===== config.mk =====
export PLATFORM = sky130hd
export DESIGN_NAME = fbreg_ctrl
export DESIGN_NICKNAME = d
export VERILOG_FILES = /design/src/rtl/fbreg_pkg.sv /design/src/rtl/fbreg_decode.sv /design/src/rtl/fbreg_dac.sv /design/src/rtl/fbreg_geom.sv /design/src/rtl/fbreg_ctrl.sv
export SDC_FILE = /design/constraint.sdc
export NUM_CORES = 1
export LEC_CHECK = 0
export BUFFER_PORTS_ARGS = -buffer_cell sky130_fd_sc_hd__buf_2
export CAP_MARGIN = 5
export CORE_ASPECT_RATIO = 0.5
export CORE_MARGIN = 2
export CORE_UTILIZATION = 57
export CTS_CLUSTER_DIAMETER = 60
export CTS_CLUSTER_SIZE = 28
export DETAILED_ROUTE_END_ITERATION = 10
export GPL_TIMING_DRIVEN = 0
export PLACE_DENSITY = 0.92
export SLEW_MARGIN = 15
export SYNTH_ARGS = -nofsm -noshare
export SYNTH_HDL_FRONTEND = slang
export SYNTH_SLANG_ARGS = --single-unit

===== constraint.sdc =====
create_clock -name clk -period 4.4 [get_ports clk]
set_input_delay 0.22 -clock clk [delete_from_list [all_inputs] [get_ports clk]]
set_output_delay 0.22 -clock clk [all_outputs]
set_load 0.05 [all_outputs]

===== src/rtl/fbreg_pkg.sv =====
package fbreg_pkg;

   typedef enum logic [1:0] {
      SZ_BYTE = 2'd0,
      SZ_HALF = 2'd1,
      SZ_WORD = 2'd2,
      SZ_RSVD = 2'd3
   } acc_size_e;

   typedef enum logic [3:0] {
      TG_NONE,
      TG_CTRL,
      TG_PATH,
      TG_STAT,
      TG_VER,
      TG_HBS,
      TG_HBC,
      TG_VBS,
      TG_VBC,
      TG_SYNC,
      TG_DAC
   } tgt_e;

   typedef enum logic [1:0] {
      DX_ADDR = 2'd0,
      DX_LUT  = 2'd1,
      DX_CTL  = 2'd2,
      DX_MODE = 2'd3
   } dac_idx_e;

   typedef struct packed {
      logic       irq_en;
      logic       vid_en;
      logic [1:0] pix_mode;
      logic [3:0] spare;
   } ctrl_t;

   localparam logic [15:0] OFF_CTRL = 16'h0000;
   localparam logic [15:0] OFF_PATH = 16'h0001;
   localparam logic [15:0] OFF_STAT = 16'h0004;
   localparam logic [15:0] OFF_VER  = 16'h0006;
   localparam logic [15:0] OFF_HBS  = 16'h0018;
   localparam logic [15:0] OFF_HBC  = 16'h001A;
   localparam logic [15:0] OFF_VBS  = 16'h0022;
   localparam logic [15:0] OFF_VBC  = 16'h0024;
   localparam logic [15:0] DAC_MASK = 16'hFC00;
   localparam logic [15:0] DAC_BASE = 16'h2000;

   localparam logic [7:0]  HW_VERSION = 8'h30;
   localparam ctrl_t       CTRL_RESET = '{irq_en: 1'b0, vid_en: 1'b1,
                                          pix_mode: 2'b00, spare: 4'h0};

   function automatic logic [2:0] mon_code(input int unsigned w);
      if (w >= 1600)      return 3'd1;
      else if (w >= 1280) return 3'd2;
      else if (w >= 1152) return 3'd7;
      else                return 3'd0;
   endfunction

endpackage


===== src/rtl/fbreg_decode.sv =====
module fbreg_decode
   import fbreg_pkg::*;
(
   input  logic [1:0]  size_i,
   input  logic [15:0] addr_i,
   output tgt_e        tgt_o,
   output dac_idx_e    dac_idx_o
);

   always_comb begin
      tgt_o     = TG_NONE;
      dac_idx_o = dac_idx_e'(addr_i[9:8]);
      case (acc_size_e'(size_i))
         SZ_BYTE: begin
            if ((addr_i & DAC_MASK) == DAC_BASE) begin
               tgt_o = TG_DAC;
            end else begin
               case (addr_i)
                  OFF_CTRL: tgt_o = TG_CTRL;
                  OFF_PATH: tgt_o = TG_PATH;
                  OFF_STAT: tgt_o = TG_STAT;
                  OFF_VER:  tgt_o = TG_VER;
                  default:  tgt_o = TG_NONE;
               endcase
            end
         end
         SZ_HALF: begin
            case (addr_i)
               OFF_HBS: tgt_o = TG_HBS;
               OFF_HBC: tgt_o = TG_HBC;
               OFF_VBS: tgt_o = TG_VBS;
               OFF_VBC: tgt_o = TG_VBC;
               16'h001C, 16'h001E, 16'h0020,
               16'h0026, 16'h0028: tgt_o = TG_SYNC;
               default: tgt_o = TG_NONE;
            endcase
         end
         default: tgt_o = TG_NONE;
      endcase
   end

endmodule


===== src/rtl/fbreg_dac.sv =====
module fbreg_dac
   import fbreg_pkg::*;
#(
   parameter int SEQ_W = 8
) (
   input  logic             clk,
   input  logic             rst_n,
   input  logic             wr_i,
   input  logic             rd_i,
   input  dac_idx_e         idx_i,
   input  logic [7:0]       wdata_i,
   output logic [7:0]       addr_o,
   output logic [7:0]       mode_o,
   output logic [SEQ_W-1:0] seq_o,
   output logic [7:0]       rdata_o
);

   always_ff @(posedge clk or negedge rst_n) begin
      if (!rst_n) begin
         addr_o <= '0;
         mode_o <= '0;
         seq_o  <= '0;
      end else if (wr_i) begin
         case (idx_i)
            DX_ADDR: begin
               addr_o <= wdata_i;
               seq_o  <= '0;
            end
            DX_LUT:  seq_o  <= seq_o + SEQ_W'(1);
            DX_MODE: mode_o <= wdata_i;
            default: ;
         endcase
      end else if (rd_i && idx_i == DX_LUT) begin
         seq_o <= seq_o + SEQ_W'(1);
      end
   end

   always_comb begin
      case (idx_i)
         DX_ADDR: rdata_o = addr_o;
         DX_MODE: rdata_o = mode_o;
         default: rdata_o = '0;
      endcase
   end

endmodule


===== src/rtl/fbreg_geom.sv =====
module fbreg_geom #(
   parameter  int TIM_W = 16,
   localparam int WID_W = TIM_W + 2
) (
   input  logic             clk,
   input  logic             rst_n,
   input  logic [3:0]       we_i,
   input  logic [TIM_W-1:0] wdata_i,
   output logic [TIM_W-1:0] hbs_o,
   output logic [TIM_W-1:0] hbc_o,
   output logic [TIM_W-1:0] vbs_o,
   output logic [TIM_W-1:0] vbc_o,
   output logic             size_chg_o,
   output logic [WID_W-1:0] width_o,
   output logic [TIM_W-1:0] height_o
);

   localparam int IX_HBS = 0;
   localparam int IX_HBC = 1;
   localparam int IX_VBS = 2;
   localparam int IX_VBC = 3;

   logic [TIM_W-1:0] tim_q [4];
   logic             h_pos;
   logic             v_pos;

   always_ff @(posedge clk or negedge rst_n) begin
      if (!rst_n) begin
         for (int i = 0; i < 4; i++) tim_q[i] <= '0;
      end else begin
         for (int i = 0; i < 4; i++) begin
            if (we_i[i]) tim_q[i] <= wdata_i;
         end
      end
   end

   assign hbs_o = tim_q[IX_HBS];
   assign hbc_o = tim_q[IX_HBC];
   assign vbs_o = tim_q[IX_VBS];
   assign vbc_o = tim_q[IX_VBC];

   assign h_pos = tim_q[IX_HBS] > tim_q[IX_HBC];
   assign v_pos = tim_q[IX_VBS] > tim_q[IX_VBC];

   always_ff @(posedge clk or negedge rst_n) begin
      if (!rst_n) begin
         size_chg_o <= 1'b0;
         width_o    <= '0;
         height_o   <= '0;
      end else begin
         size_chg_o <= we_i[IX_HBC] | we_i[IX_VBC];
         if (size_chg_o && h_pos && v_pos) begin
            width_o  <= {tim_q[IX_HBS] - tim_q[IX_HBC], 2'b00};
            height_o <= tim_q[IX_VBS] - tim_q[IX_VBC];
         end
      end
   end

endmodule


===== src/rtl/fbreg_ctrl.sv =====
module fbreg_ctrl
   import fbreg_pkg::*;
#(
   parameter int ADDR_W    = 16,
   parameter int DATA_W    = 32,
   parameter int TIM_W     = 16,
   parameter int SEQ_W     = 8,
   parameter int CFG_WIDTH = 1152,
   parameter bit RD_REG    = 1'b1
) (
   input  logic              clk,
   input  logic              rst_n,
   input  logic              acc_en,
   input  logic              acc_wr,
   input  logic [1:0]        acc_size,
   input  logic [ADDR_W-1:0] acc_addr,
   input  logic [DATA_W-1:0] acc_wdata,
   output logic [DATA_W-1:0] acc_rdata,
   output logic              irq_en,
   output logic              video_en,
   output logic [1:0]        pix_mode,
   output logic [3:0]        pix_path,
   output logic [TIM_W+1:0]  disp_width,
   output logic [TIM_W-1:0]  disp_height,
   output logic              size_changed,
   output logic [7:0]        dac_addr,
   output logic [7:0]        dac_mode,
   output logic [SEQ_W-1:0]  dac_seq
);

   localparam logic [2:0] MON = mon_code(CFG_WIDTH);
   localparam logic [7:0] STAT_VAL = {4'h0, MON, 1'b0};

   if (ADDR_W < 16 || DATA_W < 8 || DATA_W < TIM_W || TIM_W < 2 || SEQ_W < 1)
   begin : g_param_bad
      initial $fatal(1, "fbreg_ctrl: parameter set out of range");
   end

   tgt_e             tgt;
   dac_idx_e         dac_idx;
   logic             wr_go;
   logic             rd_go;
   ctrl_t            ctrl_q;
   logic [3:0]       path_q;
   logic [3:0]       tim_we;
   logic [TIM_W-1:0] hbs, hbc, vbs, vbc;
   logic [7:0]       dac_rd;
   logic [DATA_W-1:0] rd_val;

   assign wr_go = acc_en & acc_wr;
   assign rd_go = acc_en & ~acc_wr;

   fbreg_decode u_decode (
      .size_i    (acc_size),
      .addr_i    (acc_addr[15:0]),
      .tgt_o     (tgt),
      .dac_idx_o (dac_idx)
   );

   always_ff @(posedge clk or negedge rst_n) begin
      if (!rst_n) begin
         ctrl_q <= CTRL_RESET;
         path_q <= '0;
      end else if (wr_go) begin
         if (tgt == TG_CTRL) ctrl_q <= ctrl_t'(acc_wdata[7:0]);
         if (tgt == TG_PATH) path_q <= acc_wdata[7:4];
      end
   end

   assign irq_en   = ctrl_q.irq_en;
   assign video_en = ctrl_q.vid_en;
   assign pix_mode = ctrl_q.pix_mode;
   assign pix_path = path_q;

   assign tim_we = {wr_go && tgt == TG_VBC, wr_go && tgt == TG_VBS,
                    wr_go && tgt == TG_HBC, wr_go && tgt == TG_HBS};

   fbreg_geom #(.TIM_W(TIM_W)) u_geom (
      .clk        (clk),
      .rst_n      (rst_n),
      .we_i       (tim_we),
      .wdata_i    (acc_wdata[TIM_W-1:0]),
      .hbs_o      (hbs),
      .hbc_o      (hbc),
      .vbs_o      (vbs),
      .vbc_o      (vbc),
      .size_chg_o (size_changed),
      .width_o    (disp_width),
      .height_o   (disp_height)
   );

   fbreg_dac #(.SEQ_W(SEQ_W)) u_dac (
      .clk     (clk),
      .rst_n   (rst_n),
      .wr_i    (wr_go && tgt == TG_DAC),
      .rd_i    (rd_go && tgt == TG_DAC),
      .idx_i   (dac_idx),
      .wdata_i (acc_wdata[7:0]),
      .addr_o  (dac_addr),
      .mode_o  (dac_mode),
      .seq_o   (dac_seq),
      .rdata_o (dac_rd)
   );

   always_comb begin
      rd_val = '0;
      case (tgt)
         TG_CTRL: rd_val[7:0]       = ctrl_q;
         TG_PATH: rd_val[7:0]       = {path_q, 4'h0};
         TG_STAT: rd_val[7:0]       = STAT_VAL;
         TG_VER:  rd_val[7:0]       = HW_VERSION;
         TG_HBS:  rd_val[TIM_W-1:0] = hbs;
         TG_HBC:  rd_val[TIM_W-1:0] = hbc;
         TG_VBS:  rd_val[TIM_W-1:0] = vbs;
         TG_VBC:  rd_val[TIM_W-1:0] = vbc;
         TG_DAC:  rd_val[7:0]       = dac_rd;
         default: rd_val            = '0;
      endcase
   end

   if (RD_REG) begin : g_rd_reg
      always_ff @(posedge clk or negedge rst_n) begin
         if (!rst_n)     acc_rdata <= '0;
         else if (rd_go) acc_rdata <= rd_val;
      end
   end else begin : g_rd_comb
      assign acc_rdata = rd_go ? rd_val : '0;
   end

   if (DATA_W > TIM_W) begin : g_unused_data
      logic unused_wdata;
      assign unused_wdata = ^acc_wdata[DATA_W-1:TIM_W];
   end
   if (ADDR_W > 16) begin : g_unused_addr
      logic unused_addr;
      assign unused_addr = ^acc_addr[ADDR_W-1:16];
   end

endmodule


# [Word-level counts from Yosys, hierarchy flattened]
# Index checks and enable logic that the tools add are counted.
[totals] output_inout_bits=99 register_bits=149 elab_cells=80 in_bits=54
[classes] order_cmp=2 add_sub_neg=3 bitwise_logic=4 n_eq_ne=26 mux=10 reduce_logical=19
[ops] operator="== test 16 x 6 -> 1 bit, second input constant" n=5
[ops] operator="case mux 8 bit (9 select lines)" n=1
[ops] operator="== test 16 x 5 -> 1 bit, second input constant" n=4
[ops] operator="== test 16 x 3 -> 1 bit, second input constant" n=2
[ops] operator="greater-than comparator 16 bit" n=2
[ops] operator="case mux 8 bit (2 select lines)" n=2
[ops] operator="case mux 8 bit (4 select lines)" n=1
[ops] operator="subtractor 16 bit" n=2
[ops] operator="case mux 4 bit (5 select lines)" n=1
[ops] operator="== test 16 x 1 -> 1 bit, second input constant" n=1
[ops] operator="== test 4 x 3 -> 1 bit, second input constant" n=4
[ops] operator="logical NOT 16 bit" n=1
[ops] operator="2-to-1 mux 8 bit" n=2
[ops] operator="case mux 3 bit (4 select lines)" n=1
[ops] operator="AND reduction 2 bit" n=5
[ops] operator="logical AND 1 bit" n=9
[ops] operator="adder 8 x 1 -> 8 bit, second input constant" n=1
[ops] operator="== test 4 x 2 -> 1 bit, second input constant" n=2
[ops] operator="== test 4 bit, second input constant" n=2
[ops] operator="case mux 4 bit (2 select lines)" n=1
[ops] operator="== test 6 x 4 -> 1 bit, second input constant" n=1
[ops] operator="OR reduction 5 bit" n=1
[ops] operator="== test 2 x 1 -> 1 bit, second input constant" n=2
[ops] operator="== test 4 x 1 -> 1 bit, second input constant" n=1
[ops] operator="8 further kinds" n=10

# [Depth between registers and ports, before layout]
[logic_depth] ltp_word=9 mapped_depth=12 depth_no_buf=11

# [Hierarchy]
# A second synthesis with hierarchy kept.
[unflattened] cells_unflattened=884 hier_area_um2=8723.4
[by_module_without_submodules] mod="fbreg_geom" seq_area_each_um2=2427.3 cells_per_inst=533 area_per_inst_um2=5236.3 instances=1
[by_module_without_submodules] mod="fbreg_ctrl" seq_area_each_um2=701.9 cells_per_inst=216 area_per_inst_um2=2079.5 instances=1
[by_module_without_submodules] mod="fbreg_dac" seq_area_each_um2=600.6 cells_per_inst=102 area_per_inst_um2=1178.6 instances=1
[by_module_without_submodules] mod="fbreg_decode" seq_area_each_um2=0.0 cells_per_inst=33 area_per_inst_um2=229.0 instances=1

# [Worst setup path after synthesis]
# Ideal clock, no wire load.
[synth_timing] path_kind="register to register" startpoint="reg u_geom.tim_q, in the netlist u_geom.vbc_o[0]" endpoint="reg u_geom.height_o[12]" arrival_ns=2.775 t_required_ns=4.275 path_stages_with_launch=12 path_slack_ns=1.501 setup_ns=0.125 n_path_buf=1 period_less_slack_ns=2.899 cell_sequence="dfrtp_1 > ha_1 > fa_1 > nor2b_1 > o31a_1 > o221ai_1 > a211oi_1 > nor2_1 > o21ai_0 > nand3b_1 > buf_1 > mux2_2"
[synth_via] elab_chain_len=2 word_cells_on_any_way=3 cone_classes="1 x add/sub; 1 x order compare; 1 x reduce/logical"
[synth_rtl] element="start: declaration" line="fbreg_geom.sv:23" text="logic [TIM_W-1:0] tim_q [4];"
[synth_rtl] element="start signal: indexed assignment" line="fbreg_geom.sv:32" text="if (we_i[i]) tim_q[i] <= wdata_i;"
[synth_rtl] element="greater-than comparator 16 bit" line="fbreg_geom.sv:43" text="assign v_pos = tim_q[IX_VBS] > tim_q[IX_VBC];"
[synth_rtl] element="logical AND 1 bit" line="fbreg_geom.sv:52" text="if (size_chg_o && h_pos && v_pos) begin"
[synth_rtl] element="end signal: assignment" line="fbreg_geom.sv:54" text="height_o <= tim_q[IX_VBS] - tim_q[IX_VBC];"
[synth_rtl] element="end: declaration" line="fbreg_geom.sv:15" text="output logic [TIM_W-1:0] height_o"
# Parallel ways exist; a longest one is shown, timed or not.
# A chain may end at the register's enable or synchronous reset.

# [Final worst setup path]
[layout_timing] startpoint="reg u_geom.tim_q, in the netlist u_geom.vbs_o[0]" endpoint="reg u_geom.height_o[15]"
# The elaborated chain is that of the path after synthesis.

==> metrics.md <==
| Metric | Value |
|---|---|
| Reg-to-reg critical path startpoint | `u_geom.vbs_o[0]` |
| Number of instances in the synthesized netlist | `790` |
| Number of nets in the finished design | `1037` |
| Number of levels the H-tree was split into | `4` |
| Cell type with the highest aggregate area in the netlist | `sky130_fd_sc_hd__dfrtp_1` |
| Total via count after detailed routing | `7150` |
| Total number of placement rows | `31` |
| Area share of the leading cell type in the synthesized netlist | `approximately 44%` |
| Setup slack of the most critical reg-to-reg path | `0.55 ns` |
| Critical path cell sequence | `inv_1 > ha_1 > fa_1 > nor2b_1 > o31a_1 > o221ai_1 > a211oi_1 > nor2_1 > o21ai_0 > nand3b_1 > buf_1 > mux2_2` |
| Number of warning messages in the yosys log | `0` |
| Maximum resistive drop on vdd | `0.262 mV` |
| Post-Synthesis Mean Instance Area | `~11 µm²` |
| Seq. cell area | `0.00373 mm²` |
| Vert. Die Dim | `89.6 µm` |
| Worst EP required | `4.72 ns` |
| Overflow after GRT | `0` |
| Placeable core region | `around 0.014 mm²` |
| Clock tree from TritonCTS | `done` |
| Cell area after synthesis | `0.00835 mm²` |
| Data arrival at the endpoint of the critical path | `roughly 4.2 ns` |
| Clk sinks | `between 100 and 150` |
| Share of the cycle needed by the critical path after routing | `87.5%` |
| CP Launch Point | `u_geom.vbs_o[0]` |
| Worst Setup End Kind | `flip-flop` |
| Launch point of the worst hold path | `acc_wdata[11]` |
| Total setup violations reported at the end of the flow | `0` |
| Top-count cell post-synth | `sky130_fd_sc_hd__dfrtp_1` |
| Max capacitance violation total | `0` |
| Number of different library cells in the post-synthesis netlist | `66` |
| Root Driver | `sky130_fd_sc_hd__clkbuf_16` |
| Global-route wire length before repair | `36.2 mm` |
| Final Max Slew Viols | `0` |
| Post-layout utilization of the core | `68.7%` |
| Number of global-route vias before repair | `6962` |
| Resized cells post-CTS | `0` |
| Drt drc | `0` |
| Count of cells along the worst hold path | `3` |
| Synth area leaders | `sky130_fd_sc_hd__dfrtp_1 44%, sky130_fd_sc_hd__mux2_2 12%, sky130_fd_sc_hd__ha_1 5.4%` |
| Layout Area Growth over Synthesis | `18.4%` |
| Clock transition at the registers of the reported paths | `0.07 ns` |
| Tightest hold margin | `0.0544 ns` |
| Clock Latency Late Sink | `0.43 ns` |
| PwrDens | `between 300 and 400 mW/mm²` |
| Setup repair bufs after CTS | `0` |
| Clock Power Share | `48.1%` |
| Slowest Stage Delay on Critical Path | `around 0.48 ns` |
| Sw Pwr | `807 µW` |
| Filler Cell Count | `974` |
| Remaining number of nets flagged by the antenna check after routing | `0` |
| Part of the Yosys area used for sequential elements | `44.7%` |
| Switching fraction of total power | `26.1%` |
| Proportion of layout cells with a drive suffix above 1 | `31.0%` |
| Max Clock Freq | `0.260 GHz` |
| Hold path endpoint | `u_geom.hbc_o[11]` |
| Number of antenna cells inserted | `0` |
| Average via count per standard cell | `6.19` |
| Capture instance of the worst register-to-register path | `u_geom.height_o[15]` |
| Worst-margin pin slew | `1.03 ns` |
| Top cells by instance count after synthesis | `148 x sky130_fd_sc_hd__dfrtp_1, 92 x sky130_fd_sc_hd__mux2_2, 69 x sky130_fd_sc_hd__nand2_1` |
| Worst-case reg-to-reg path depth | `12` |
| Number of top-level design ports | `153` |
| Final sum of negative setup slack | `0 ns` |
| Total wirelength of the detailed-routed design | `22.8 mm` |
| Clock Tree Buf Depth | `2` |
| Number of synthesized flops with an enable pin | `0` |
| Total track usage | `between 30% and 40%` |
| Min cycle time layout | `around 3.8 ns` |
| Standard cell with the maximum stage delay on the critical path | `sky130_fd_sc_hd__fa_1` |
| Number of buffers added on ports | `117` |
| Sort of element at the start of the critical path | `flip-flop` |
| Number of optimization iterations in the first detailed-route pass | `5` |
| Total Power | `roughly 3000 µW` |
| Primary flip-flop cell chosen by synthesis mapping | `sky130_fd_sc_hd__dfrtp_1` |
| Combinational cell fraction of total power | `7.0%` |
| Status | `completed` |
| Tightest Hold Check Type | `primary input to flip-flop` |
| Drt first-iter violations | `776` |
| Sequential Power Share | `44.9%` |
| Number of storage elements in the synthesis netlist | `149` |
| Number of antenna violations at the first check in global routing | `0` |
| Post-route clock skew | `0.0103 ns` |
| Maximum number of pins on one net before global-route repair | `just over 80` |
| Footprint of the multi-input gates | `0.00425 mm²` |
| Initial core utilization | `about 58%` |
| Post-DP HPWL | `16.3 mm` |
| Routability-driven placement congestion ratio | `~0.95` |
| Final routed wire length divided by cell count | `19.7 µm` |
| Die W | `175 µm` |
| Headroom to the max-slew limit | `30.9%` |
| Worst setup path category | `flip-flop to flip-flop` |
| Hold Fails Final Rpt | `0` |
| Fraction of registers with async set/reset | `100%` |
| CP max FO | `10` |
| Setup repair after global routing missed its margin | `false` |
| Die outline area | `approximately 0.016 mm²` |
| Leakage | `0.00506 µW` |
| Pint | `2280 µW` |
| CTS Buf Count | `17` |
| Total of hold buffers inserted after clock tree synthesis | `1` |
## logic make-up after synthesis
logic type                 Yosys count  synth area share, %
AOI/OAI and AO/OA                  160                 12.8
adders and majority gates           38                 5.88
xor gates and xnor gates            31                 3.25
DFF                                149                 44.7
buffers and inverters               90                 5.13
other                                1               0.0449
muxes                              107                 14.8
and+or+nand+nor                    214                 13.4
## flip-flops by register name, indices dropped and copies added (netlist names)
register / count
u_geom.hbc_o: 16
video_en: 1
u_dac.mode_o: 8
u_geom.height_o: 16
ctrl_q: 4
pix_mode: 2
u_dac.addr_o: 8
acc_rdata: 16
u_dac.seq_o: 8
irq_en: 1
u_geom.hbs_o: 16
u_geom.vbs_o: 16
u_geom.vbc_o: 16
u_geom.size_chg_o: 1
u_geom.width_o: 16
pix_path: 4
## per-layer routing
metal | routed length (µm) | track usage (%)
met5 | 0 | 0
met4 | 934 | 15.4
met3 | 2060 | 7.70
met2 | 10600 | 49.4
met1 | 9180 | 37.7
## worst max path at each step
stage | to | cells after the start
CTS | u_geom.height_o[15] | 12
floorplan | u_geom.height_o[12] | 11
global route | u_geom.width_o[17] | 12
detailed placement | u_geom.height_o[15] | 12
global placement | u_geom.height_o[15] | 11
finish | u_geom.height_o[15] | 12
## worst max-delay path, delay by kind of cell, from the launching register on
family,cells,cell delay [ns]
compound gates,4,1.09
fa+ha+maj,2,0.70
simple gates,3,0.65
buf+inv,2,0.53
mux,1,0.39
flops,1,0.38
## placed cells by master (no fill, tap or decap), types with 16 or more instances in the layout
| master | Yosys | final |
|---|---|---|
| sky130_fd_sc_hd__nor2_1 | 40 | 40 |
| sky130_fd_sc_hd__inv_1 | 46 | 46 |
| sky130_fd_sc_hd__a21oi_1 | 39 | 39 |
| sky130_fd_sc_hd__conb_1 | 1 | 18 |
| sky130_fd_sc_hd__ha_1 | 36 | 36 |
| sky130_fd_sc_hd__clkbuf_16 | 0 | 17 |
| sky130_fd_sc_hd__nor3_1 | 16 | 16 |
| sky130_fd_sc_hd__mux2_2 | 92 | 92 |
| sky130_fd_sc_hd__dfrtp_1 | 148 | 148 |
| sky130_fd_sc_hd__buf_4 | 20 | 20 |
| sky130_fd_sc_hd__o21ai_0 | 30 | 30 |
| sky130_fd_sc_hd__buf_2 | 6 | 122 |
| sky130_fd_sc_hd__nand2_1 | 69 | 69 |
| sky130_fd_sc_hd__xnor2_1 | 21 | 21 |
## layout make-up
type                    instances  area share [%]
inverters                      46            1.75
flip-flops and latches        149            37.7
repair buffers                119            6.41
well taps                     198            2.51
multi-input cells             568            43.0
clock inverters                15            1.71
clock buffers                  17            4.30
plain buffers                  44            2.58
## per-stage QoR
stage | std cells | setup slack, ns | instance area, µm²
after detailed placement | 1123 | 0.719 | 9280
after global routing | 1156 | 0.438 | 9880
after CTS | 1156 | 0.670 | 9880
final | 1156 | 0.551 | 9880
after global placement | 1122 | 0.883 | 9240
after floorplan | 807 | 1.50 | 8410
## power groups by stage
stage | Sequential (µW) | Clock [µW] | Combinational, µW
6_report | 1390 | 1490 | 216
5_1_grt | 1390 | 1550 | 233
4_1_cts | 1390 | 1480 | 216
3_5_place_dp | 1420 | 0 | 213
3_3_place_gp | 1410 | 0 | 204
2_1_floorplan | 1450 | 0 | 84.1
Note: power is estimated with default switching activity, not from simulation.
